<file path="config.mk">
export PLATFORM = sky130hd
export DESIGN_NAME = osc_reprog_seq
export DESIGN_NICKNAME = d
export VERILOG_FILES = /design/src/rtl/osc_reprog_pkg.sv /design/src/rtl/osc_hib_timer.sv /design/src/rtl/osc_req_check.sv /design/src/rtl/osc_div_table.sv /design/src/rtl/osc_reprog_seq.sv
export SDC_FILE = /design/constraint.sdc
export NUM_CORES = 1
export LEC_CHECK = 0
export ABC_AREA = 0
export BUFFER_PORTS_ARGS = -buffer_cell sky130_fd_sc_hd__buf_2
export CAP_MARGIN = 10
export CELL_PAD_IN_SITES_DETAIL_PLACEMENT = 1
export CELL_PAD_IN_SITES_GLOBAL_PLACEMENT = 1
export CORE_ASPECT_RATIO = 1.1
export CORE_MARGIN = 2
export CORE_UTILIZATION = 46
export CTS_CLUSTER_SIZE = 30
export DETAILED_ROUTE_END_ITERATION = 8
export PLACE_DENSITY_LB_ADDON = 0.15
export SETUP_SLACK_MARGIN = 0.3
export SYNTH_ARGS = -nofsm -noshare
export SYNTH_HDL_FRONTEND = slang
export SYNTH_SLANG_ARGS = --single-unit
export TNS_END_PERCENT = 5
</file>
<file path="constraint.sdc">
create_clock -name clk_i -period 6.53 [get_ports clk_i]
set_input_delay 0.3265 -clock clk_i [delete_from_list [all_inputs] [get_ports clk_i]]
set_output_delay 0.3265 -clock clk_i [all_outputs]
set_load 0.01 [all_outputs]
</file>
<file path="src/rtl/osc_reprog_pkg.sv">
package osc_reprog_pkg;
  localparam int N_W   = 7;
  localparam int F_W   = 17;
  localparam int M_W   = 8;
  localparam int IDX_W = 3;

  typedef enum logic [2:0] {
    ST_IDLE,
    ST_HIB_ON,
    ST_SETTLE,
    ST_DIV_WR,
    ST_HIB_OFF
  } seq_state_e;

  typedef struct packed {
    logic [N_W-1:0] n;
    logic [F_W-1:0] f;
    logic [M_W-1:0] m1;
    logic [M_W-1:0] m2;
    logic           dual;
  } pll_cfg_t;
endpackage

</file>
<file path="src/rtl/osc_hib_timer.sv">
module osc_hib_timer #(
  parameter int CYC = 5000
) (
  input  logic clk_i,
  input  logic rst_ni,
  input  logic start_i,
  output logic expired_o
);
  localparam int CNT_W = (CYC < 2) ? 1 : $clog2(CYC);

  logic [CNT_W-1:0] cnt_q;
  logic             run_q;

  always_ff @(posedge clk_i or negedge rst_ni) begin
    if (!rst_ni) begin
      cnt_q <= '0;
      run_q <= 1'b0;
    end else if (start_i) begin
      cnt_q <= CNT_W'(CYC - 1);
      run_q <= 1'b1;
    end else if (run_q) begin
      if (cnt_q == '0) run_q <= 1'b0;
      else             cnt_q <= cnt_q - 1'b1;
    end
  end

  assign expired_o = run_q && (cnt_q == '0);
endmodule

</file>
<file path="src/rtl/osc_req_check.sv">
module osc_req_check
  import osc_reprog_pkg::*;
#(
  parameter int M_MIN = 2
) (
  input  pll_cfg_t cfg_i,
  input  logic     target_en_i,
  output logic     ok_o
);
  logic m1_ok, m2_ok;

  assign m1_ok = cfg_i.m1 >= M_W'(M_MIN);
  assign m2_ok = !cfg_i.dual || (cfg_i.m2 >= M_W'(M_MIN));
  assign ok_o  = target_en_i && m1_ok && m2_ok;
endmodule

</file>
<file path="src/rtl/osc_div_table.sv">
module osc_div_table
  import osc_reprog_pkg::*;
#(
  parameter logic [7:0] DIV_BASE = 8'h13,
  parameter int         NUM_REG  = 5
) (
  input  logic [IDX_W-1:0] idx_i,
  input  pll_cfg_t         cfg_i,
  output logic [7:0]       addr_o,
  output logic [7:0]       data_o
);
  logic [7:0] bytes [NUM_REG];

  // Byte lanes: fraction low, fraction mid, {integer, fraction msb}, output dividers.
  assign bytes[0] = cfg_i.f[7:0];
  assign bytes[1] = cfg_i.f[15:8];
  assign bytes[2] = {cfg_i.n, cfg_i.f[16]};
  assign bytes[3] = cfg_i.m1;
  assign bytes[4] = cfg_i.m2;

  assign addr_o = DIV_BASE + 8'(idx_i);

  always_comb begin
    data_o = 8'h00;
    for (int i = 0; i < NUM_REG; i++)
      if (idx_i == IDX_W'(i)) data_o = bytes[i];
  end
endmodule

</file>
<file path="src/rtl/osc_reprog_seq.sv">
module osc_reprog_seq
  import osc_reprog_pkg::*;
#(
  parameter int         CLK_FREQ_HZ = 50_000_000,
  parameter int         WAIT_US     = 100,
  parameter logic [7:0] CTRL_ADDR   = 8'h10,
  parameter int         HIB_BIT     = 5,
  parameter logic [7:0] DIV_BASE    = 8'h13,
  parameter int         M_MIN       = 2
) (
  input  logic           clk_i,
  input  logic           rst_ni,
  input  logic           req_valid_i,
  input  logic [N_W-1:0] req_n_i,
  input  logic [F_W-1:0] req_f_i,
  input  logic [M_W-1:0] req_m1_i,
  input  logic [M_W-1:0] req_m2_i,
  input  logic           req_dual_i,
  input  logic           target_en_i,
  output logic           cmd_valid_o,
  input  logic           cmd_ready_i,
  output logic [7:0]     cmd_addr_o,
  output logic [7:0]     cmd_data_o,
  output logic           busy_o,
  output logic           done_o,
  output logic           error_o
);
  localparam int WAIT_CYC = ((CLK_FREQ_HZ / 1000) * WAIT_US + 999) / 1000;
  localparam int NUM_REG  = 5;
  localparam logic [7:0] HIB_SET = 8'(1) << HIB_BIT;

  seq_state_e       state_q;
  pll_cfg_t         cfg_q, req_cfg;
  logic [IDX_W-1:0] idx_q, last_idx;
  logic             req_ok, accept, hs, tmr_start, tmr_exp;
  logic             done_q, error_q;
  logic [7:0]       div_addr, div_data;

  assign req_cfg = '{n: req_n_i, f: req_f_i, m1: req_m1_i, m2: req_m2_i, dual: req_dual_i};

  osc_req_check #(.M_MIN(M_MIN)) chk_i (
    .cfg_i       (req_cfg),
    .target_en_i (target_en_i),
    .ok_o        (req_ok)
  );

  osc_div_table #(.DIV_BASE(DIV_BASE), .NUM_REG(NUM_REG)) tbl_i (
    .idx_i  (idx_q),
    .cfg_i  (cfg_q),
    .addr_o (div_addr),
    .data_o (div_data)
  );

  osc_hib_timer #(.CYC(WAIT_CYC)) tmr_i (
    .clk_i     (clk_i),
    .rst_ni    (rst_ni),
    .start_i   (tmr_start),
    .expired_o (tmr_exp)
  );

  assign accept    = req_valid_i && (state_q == ST_IDLE);
  assign hs        = cmd_valid_o && cmd_ready_i;
  assign tmr_start = (state_q == ST_HIB_ON) && hs;
  assign last_idx  = cfg_q.dual ? IDX_W'(NUM_REG - 1) : IDX_W'(NUM_REG - 2);

  always_ff @(posedge clk_i or negedge rst_ni) begin
    if (!rst_ni) begin
      state_q <= ST_IDLE;
      cfg_q   <= '0;
      idx_q   <= '0;
      done_q  <= 1'b0;
      error_q <= 1'b0;
    end else begin
      done_q  <= (state_q == ST_HIB_OFF) && hs;
      error_q <= accept && !req_ok;
      unique case (state_q)
        ST_IDLE: if (accept && req_ok) begin
          cfg_q   <= req_cfg;
          state_q <= ST_HIB_ON;
        end
        ST_HIB_ON:  if (hs) state_q <= ST_SETTLE;
        ST_SETTLE: if (tmr_exp) begin
          idx_q   <= '0;
          state_q <= ST_DIV_WR;
        end
        ST_DIV_WR: if (hs) begin
          if (idx_q == last_idx) state_q <= ST_HIB_OFF;
          else                   idx_q   <= idx_q + 1'b1;
        end
        ST_HIB_OFF: if (hs) state_q <= ST_IDLE;
        default:    state_q <= ST_IDLE;
      endcase
    end
  end

  always_comb begin
    cmd_valid_o = 1'b0;
    cmd_addr_o  = CTRL_ADDR;
    cmd_data_o  = 8'h00;
    unique case (state_q)
      ST_HIB_ON: begin
        cmd_valid_o = 1'b1;
        cmd_data_o  = HIB_SET;
      end
      ST_DIV_WR: begin
        cmd_valid_o = 1'b1;
        cmd_addr_o  = div_addr;
        cmd_data_o  = div_data;
      end
      ST_HIB_OFF: cmd_valid_o = 1'b1;
      default: ;
    endcase
  end

  assign busy_o  = state_q != ST_IDLE;
  assign done_o  = done_q;
  assign error_o = error_q;
endmodule

</file>
==> results of run 1 <==
cell families after synthesis:
family | count (synthesis) | synth area share (%)
XOR/XNOR | 9 | 2.38
AO/OA/AOI/OAI | 43 | 8.77
AND/OR/NAND/NOR | 104 | 17.8
other | 2 | 0.227
flip-flops | 63 | 47.6
buffers and inverters | 26 | 4.99
multiplexers | 45 | 15.2
adder cells (fa/ha/maj) | 8 | 3.02
per-layer routing:
layer	track usage (%)	vias up
met5	0	-
met4	9.52	0
met3	4.37	9
met2	33.9	51
met1	27.7	1207
li1	-	1179
critical path: stages (launching register included):
cell and delay [ps]:
dfrtp_1 430, inv_1 140, ha_1 520, and3b_1 250, a21oi_1 140, o21ai_0 150, a221oi_1 370, nor3_1 90
buf_2 160
state kept, by name (all words and copies together) (netlist names):
register / count
idx_q: 3
cfg_q: 41
tmr_i.cnt_q: 13
tmr_i.run_q: 1
done_o: 1
state_q: 3
error_o: 1
placed cells by master (no fill, tap or decap), types with 2 or more instances in the layout:
cell       instances
a21oi_1           13
or4_4              2
conb_1             4
clkbuf_1           2
mux2i_1            3
nand2_1           25
bufinv_16          2
buf_2             61
nand3_1            2
ha_1               8
nor4_1             5
a221oi_1           7
clkbuf_8          11
o211ai_1           2
or3_1              3
and2b_2            2
buf_4              3
nor3_1            14
and3b_1            8
and2_1             2
nor4bb_1           2
nor4b_1            2
mux2_2            41
dfrtp_1           63
nand2b_1           3
xnor2_1            8
o21ai_0           14
inv_1              7
nor2_1            22
per-stage QoR:
| step | worst slack, ps | utilization [%] |
|---|---|---|
| finish | 3620 | 54.8 |
| global route | 3470 | 54.8 |
| CTS | 3580 | 54.8 |
| floorplan | 4270 | - |
| global placement | 4080 | 51.6 |
| detailed placement | 4020 | 51.6 |
power breakdown:
part,switching [mW],internal (mW)
clock,0.151,0.236
combinational,0.318,0.316
sequential,0.133,0.559
total,0.601,1.11
final cells by class:
class | instances | area share, %
inverters | 7 | 0.685
repair buffers | 64 | 8.55
multi-input cells | 213 | 41.1
clock inverters | 3 | 1.70
flip-flops and latches | 63 | 41.1
clock buffers | 13 | 4.14
well taps | 85 | 2.77
final timing paths:
kind                                                 start                endpoint  slack, ps  cells after the start
worst min register to register       cfg_q[21]$_DFFE_PN0P_   cfg_q[21]$_DFFE_PN0P_        500                      1
worst min-delay path                                rst_ni        done_o$_DFF_PN0_        130                      2
worst max register to register  tmr_i.cnt_q[0]$_DFFE_PN0P_  state_q[0]$_DFFE_PN0P_       4100                      7
min in group clk_i                             req_valid_i       error_o$_DFF_PN0_        210                      3
worst max-delay path                  idx_q[1]$_DFFE_PN0P_           cmd_data_o[2]       3620                      8
max in group asynchronous                           rst_ni   cfg_q[22]$_DFFE_PN0P_       5830                      2
==> results_dict.tcl, run 1 <==
set metrics [dict create \
    setup_viol 0 \
    cts-root-buf "clkbuf_8" \
    numCtsBuffers 9 \
    path_clk_slew_ps 70 \
    syn-instance-count 300 \
    synthTopCellsByCount "63 x dfrtp_1, 41 x mux2_2, 25 x nand2_1, 22 x nor2_1" \
    clock_sinks 63 \
    endpoint_kind "output pin" \
    htree_levels 3 \
    grt_first_pass_wirelength_um 12800 \
    max-slew-margin-rel_pct 45.1 \
    final_cells 448 \
    multi_input_area_sq_um 1580 \
    area_delta_synth_final_pct 15.9 \
    vias 2446 \
    worst-path-max-fanout 16 \
    clock.fmax_ghz 0.343 \
    dieWidth_um 84.9 \
    met2_length_um 3740 \
    period_needed_ps 2910 \
    first_pass_iters 4 \
    setup_tns_ps 0 \
    ys.flop_type "dfrtp_1" \
    synth-edff-count 0 \
    drt_iter0_markers 87 \
    leakage_nw 1.78 \
    worst_pin_slew_ps 817 \
    wl_um 7780 \
    ir_drop_mv 0.207 \
    worstSkewPairLatency_ps 340 \
    globalRouteOverflowTotal 0 \
    diodes 0 \
    final_antenna_net_count 0 \
    yosys.area.top_type "dfrtp_1" \
    drive_gt1_share_pct 36.6 \
    rows 32 \
    io_pins 66 \
    grt_util_all_layers_pct 21.2 \
    drv_slew 0 \
    rsz0062_at_grt "no" \
    wl_per_cell_um 17.4 \
    top_layer "met4" \
    syn_avg_cell_area_sq_um 11.0 \
    p_total_mw 1.71 \
    dpl_cell_area_sq_um 3610 \
    synth.area.top_cells "dfrtp_1 48%, mux2_2 14%, ha_1 3.0%, nand2_1 2.8%, nor2_1 2.5%" \
    dieArea_sq_um 7890 \
    hold-worst-slack_ps 127 \
    final_nets 412 \
    ys_types 50 \
    ys_warn_count 0 \
    hp-class "primary input to asynchronous set/reset pin" \
    initial_core_util_pct 47.2 \
    grt_antenna_before_repair 0 \
    seq_area_sq_um 1580 \
    place.gp.congestion 0.784 \
    cp-start-kind "flip-flop" \
    crit_arrival_ps 2590 \
    synth_seq_cells 63 \
    met1_length_um 3610 \
    synth_most_common_cell "dfrtp_1" \
    num-fill-cells 809 \
    ys_seq_area_share_pct 47.6 \
    grt_max_degree 64 \
    holdBufCountCts 0 \
    core_sq_um 7010 \
    drc 0 \
    skew_ps 12.2 \
    post_cts_buffers 0 \
    cts_tree "built" \
    placed_cells 432 \
    synth.top_cell.area_share_pct 47.6 \
    hold_viol_final 0 \
    vias_per_cell 5.46 \
    cts_resized 0 \
    worstSetupPathType "flip-flop to output pin" \
    cts.path.max_buffers 2 \
    numPortBuffers 61 \
    status "finished clean" \
    power_density_nw_per_um2 446 \
    fin_crit_sh_pct 44.6 \
    cp_data_required_time_ps 6200 \
    drv_cap 0 \
    wl_met3_um 295 \
    die_h_um 93.0 \
    async_reset_ff_share_pct 100 \
    synth_area_sq_um 3310 \
    fin_area_sq_um 3840 \
    dp_hpwl_um 5540 \
    grt_pass1_vias 2553 \
]
No activity file was read; power rests on OpenSTA's default activity.
==> run 2: changes to the inputs <==
--- a/config.mk
+++ b/config.mk
@@ -5,14 +5,14 @@
 export SDC_FILE = /design/constraint.sdc
 export NUM_CORES = 1
 export LEC_CHECK = 0
-export ABC_AREA = 0
+export ABC_AREA = 1
 export BUFFER_PORTS_ARGS = -buffer_cell sky130_fd_sc_hd__buf_2
 export CAP_MARGIN = 10
 export CELL_PAD_IN_SITES_DETAIL_PLACEMENT = 1
 export CELL_PAD_IN_SITES_GLOBAL_PLACEMENT = 1
 export CORE_ASPECT_RATIO = 1.1
 export CORE_MARGIN = 2
-export CORE_UTILIZATION = 46
+export CORE_UTILIZATION = 41
 export CTS_CLUSTER_SIZE = 30
 export DETAILED_ROUTE_END_ITERATION = 8
 export PLACE_DENSITY_LB_ADDON = 0.15
==> constraint.sdc (replaced) <==
create_clock -name clk_i -period 2.9 [get_ports clk_i]
set_input_delay 0.145 -clock clk_i [delete_from_list [all_inputs] [get_ports clk_i]]
set_output_delay 0.145 -clock clk_i [all_outputs]
set_load 0.01 [all_outputs]
==> run 2 against run 1 <==
  * The flow now finishes with violations (hold timing)
  * Register-to-register slack lost 3100 ps
  * Sequential power grew 120%
  * Routed wire length grew 20%
  * Worst setup slack lost 3100 ps
  * Critical endpoint is now cmd_data_o[5]
  * Clock power grew 100%
  * Power grew 130%
==> results_dict.tcl, run 2 <==
set metrics [dict create \
    skew_ps 3.73 \
    largest_reg_flops 41 \
    setup_tns_ps 0 \
    num-fill-cells 1164 \
    setup_viol 0 \
    syn_avg_cell_area_sq_um 7.83 \
    drc 0 \
    synth_seq_cells 63 \
    synth.area.top_cells "dfrtp_1 43%, nand2_1 11%, o21ai_2 7.6%, inv_1 7.0%, nor2_1 5.5%" \
    post_cts_buffers 0 \
    hold-worst-slack_ps -15.3 \
    grt_first_pass_wirelength_um 15600 \
    hold_viol_final 5 \
    yosys.area_share.simple_pct 27.3 \
    htree_levels 3 \
    final_cell_mix "106 x nand2_1, 69 x inv_1, 63 x dfrtp_1, 61 x buf_2, 52 x nor2_1" \
    synthTopCellsByCount "106 x nand2_1, 69 x inv_1, 63 x dfrtp_1, 54 x nor2_1, 37 x nand3_1" \
    synth_top_family_by_area "simple AND/OR/NAND/NOR gates" \
    first_pass_iters 4 \
    p_total_mw 3.86 \
    yosys.area.top_type "dfrtp_1" \
    crit_path_max_incr_delay_ps 450 \
    numCtsBuffers 9 \
    rsz0062_at_grt "no" \
    syn-instance-count 470 \
    rows 36 \
    endpoint_kind "output pin" \
    r2r_cells 9 \
    globalRouteOverflowTotal 0 \
    dieArea_sq_um 9750 \
    grt_antenna_before_repair 0 \
    synth.top_cell.area_share_pct 42.8 \
    power_density_nw_per_um2 913 \
    diodes 0 \
    r2r_start "state_q[2]$_DFFE_PN0P_" \
    worst-path-max-fanout 16 \
    power_frac_clock_pct 20.3 \
    critical_path_depth 9 \
    dp_hpwl_um 6790 \
    async_reset_ff_share_pct 100 \
    wl_um 9320 \
    top_usage_layer "met2" \
    worst-path-buf-inv 2 \
    leakage_nw 2.25 \
    die_h_um 103 \
    ys_warn_count 0 \
    violations "hold timing" \
    seqPwrFrac_pct 39.0 \
    worst_path_most_repeated_cell "nand3_1" \
    worstSkewPairLatency_ps 340 \
    synth_area_sq_um 3680 \
    grt_max_degree 65 \
    core_sq_um 8780 \
    ir_drop_mv 0.336 \
    fin_crit_sh_pct 82.4 \
    layout_commonest_cell "nand2_1" \
    gr-usage-met2_pct 36.2 \
    clock.fmax_ghz 0.418 \
    synth-edff-count 0 \
    synthXorXnorAreaFrac_pct 0.952 \
    largestRegisters "cfg_q: 41 flops, tmr_i.cnt_q: 13 flops" \
    initial_core_util_pct 41.9 \
    final_nets 582 \
    cp_slowest_cell "dfrtp_1" \
    hp-class "primary input to asynchronous set/reset pin" \
    synth_mux_area_share_pct 0 \
    area_delta_synth_final_pct 15.0 \
    cp_data_required_time_ps 2760 \
    drt_iter0_markers 148 \
    met1_usage_pct 26.0 \
    cts.path.max_buffers 2 \
    grt_pass1_vias 3238 \
    status "finished with violations" \
    synth-compound-area-share_pct 14.5 \
    ys_types 33 \
    p_sw_mw 1.64 \
    cts-root-buf "clkbuf_8" \
    r2r_slack_ps 1010 \
    place.gp.congestion 0.766 \
    cp_cell_sequence "inv_1 > ha_1 > nand2_2 > or2_2 > nand3_1 > nand3_1 > nand3_1 > nand2_1 > buf_2" \
    clock_sinks 63 \
    r2r-end "idx_q[1]$_DFFE_PN0P_" \
    wl_per_cell_um 14.4 \
    cp-start-kind "flip-flop" \
    cts_resized 0 \
    path_delay_family "simple AND/OR/NAND/NOR gates" \
    worstSetupStartpoint "idx_q[0]$_DFFE_PN0P_" \
    met3_usage_pct 3.55 \
    internal-power_mw 2.23 \
    path_clk_slew_ps 80 \
    drv_cap 0 \
    crit_arrival_ps 2250 \
    grt_util_all_layers_pct 20.8 \
    period_needed_ps 2390 \
    final_antenna_net_count 0 \
    synth_most_common_cell "nand2_1" \
    ys.flop_type "dfrtp_1" \
    dieWidth_um 94.3 \
    cts_tree "built" \
    largest-register "cfg_q" \
    max-slew-margin-rel_pct 42.9 \
    worst_pin_slew_ps 857 \
    sw_frac_of_total_pct 42.3 \
    cp-endpoint "cmd_data_o[5]" \
    io_pins 66 \
    pwr-share-comb_pct 40.7 \
    drv_slew 0 \
    synth-adder-area-share_pct 2.72 \
    vias_per_cell 4.83 \
    numPortBuffers 61 \
    holdBufCountCts 0 \
    vias 3128 \
    drive_gt1_share_pct 26.3 \
    ys_seq_area_share_pct 42.8 \
    worstSetupPathType "flip-flop to output pin" \
]
[run 2: how the worst min path moves through the flow]
| stage | start | to | cells after the start |
|---|---|---|---|
| 6_report | rst_ni | tmr_i.cnt_q[8]$_DFFE_PN0P_ | 2 |
| 5_1_grt | req_f_i[15] | cfg_q[32]$_DFFE_PN0P_ | 3 |
| 4_1_cts | rst_ni | tmr_i.cnt_q[8]$_DFFE_PN0P_ | 2 |
| 3_5_place_dp | rst_ni | tmr_i.cnt_q[8]$_DFFE_PN0P_ | 2 |
| 3_3_place_gp | rst_ni | tmr_i.cnt_q[6]$_DFFE_PN0P_ | 2 |
| 2_1_floorplan | rst_ni | cfg_q[0]$_DFFE_PN0P_ | 0 |
[run 2: area by class of cell]
| type | instances | area (sq um) | share of cell area (%) |
|---|---|---|---|
| Tap cell | 114 | 143 | 3.37 |
| Sequential cell | 63 | 1580 | 37.3 |
| Clock buffer | 10 | 138 | 3.25 |
| Multi-Input combinational cell | 319 | 1710 | 40.4 |
| Timing Repair Buffer | 63 | 333 | 7.87 |
| Clock inverter | 6 | 60.1 | 1.42 |
| Inverter | 72 | 270 | 6.39 |
[run 2: power groups by stage]
stage                     logic, mW  clock network, mW  registers [mW]
after floorplan                1.22                  0            1.41
after global placement         1.50                  0            1.50
after detailed placement       1.56                  0            1.52
after CTS                      1.59              0.805            1.51
after global routing           1.82              0.851            1.55
final                          1.57              0.785            1.51
[run 2: metal layers]
metal  up-vias  wire, um
li1       1581         -
met1      1492      4190
met2        49      4790
met3         6       241
met4         0        96
met5         -         0
[run 2: logic make-up (layout without fill, tap and decap cells)]
logic type | count (synthesis) | count (layout)
simple gates | 225 | 225
buf+inv | 90 | 151
compound gates | 78 | 78
flops | 63 | 63
fa+ha+maj | 8 | 8
xor+xnor | 4 | 4
other cells | 2 | 4
[run 2: through the flow]
| stage | hold slack [ps] | instance area [sq um] | util [%] | cells | setup WS (ps) |
|---|---|---|---|---|---|
| floorplan | -151 | 3690 | - | 472 | 1180 |
| global placement | 384 | 4020 | 45.8 | 631 | 884 |
| detailed placement | 392 | 4020 | 45.8 | 631 | 767 |
| CTS | 7.17 | 4220 | 48.0 | 647 | 378 |
| global route | 23.4 | 4230 | 48.2 | 647 | 305 |
| finish | -15.3 | 4230 | 48.2 | 647 | 510 |
[run 2: worst reg2reg max path, cell delays in order (launching register included)]
cell and delay [ps]:
dfrtp_1 400, inv_1 120, nand3_1 260, inv_1 350
nand3_1 190, nand2_1 90, inv_1 70, nor2_4 160
nand3_1 90, nand2_1 80
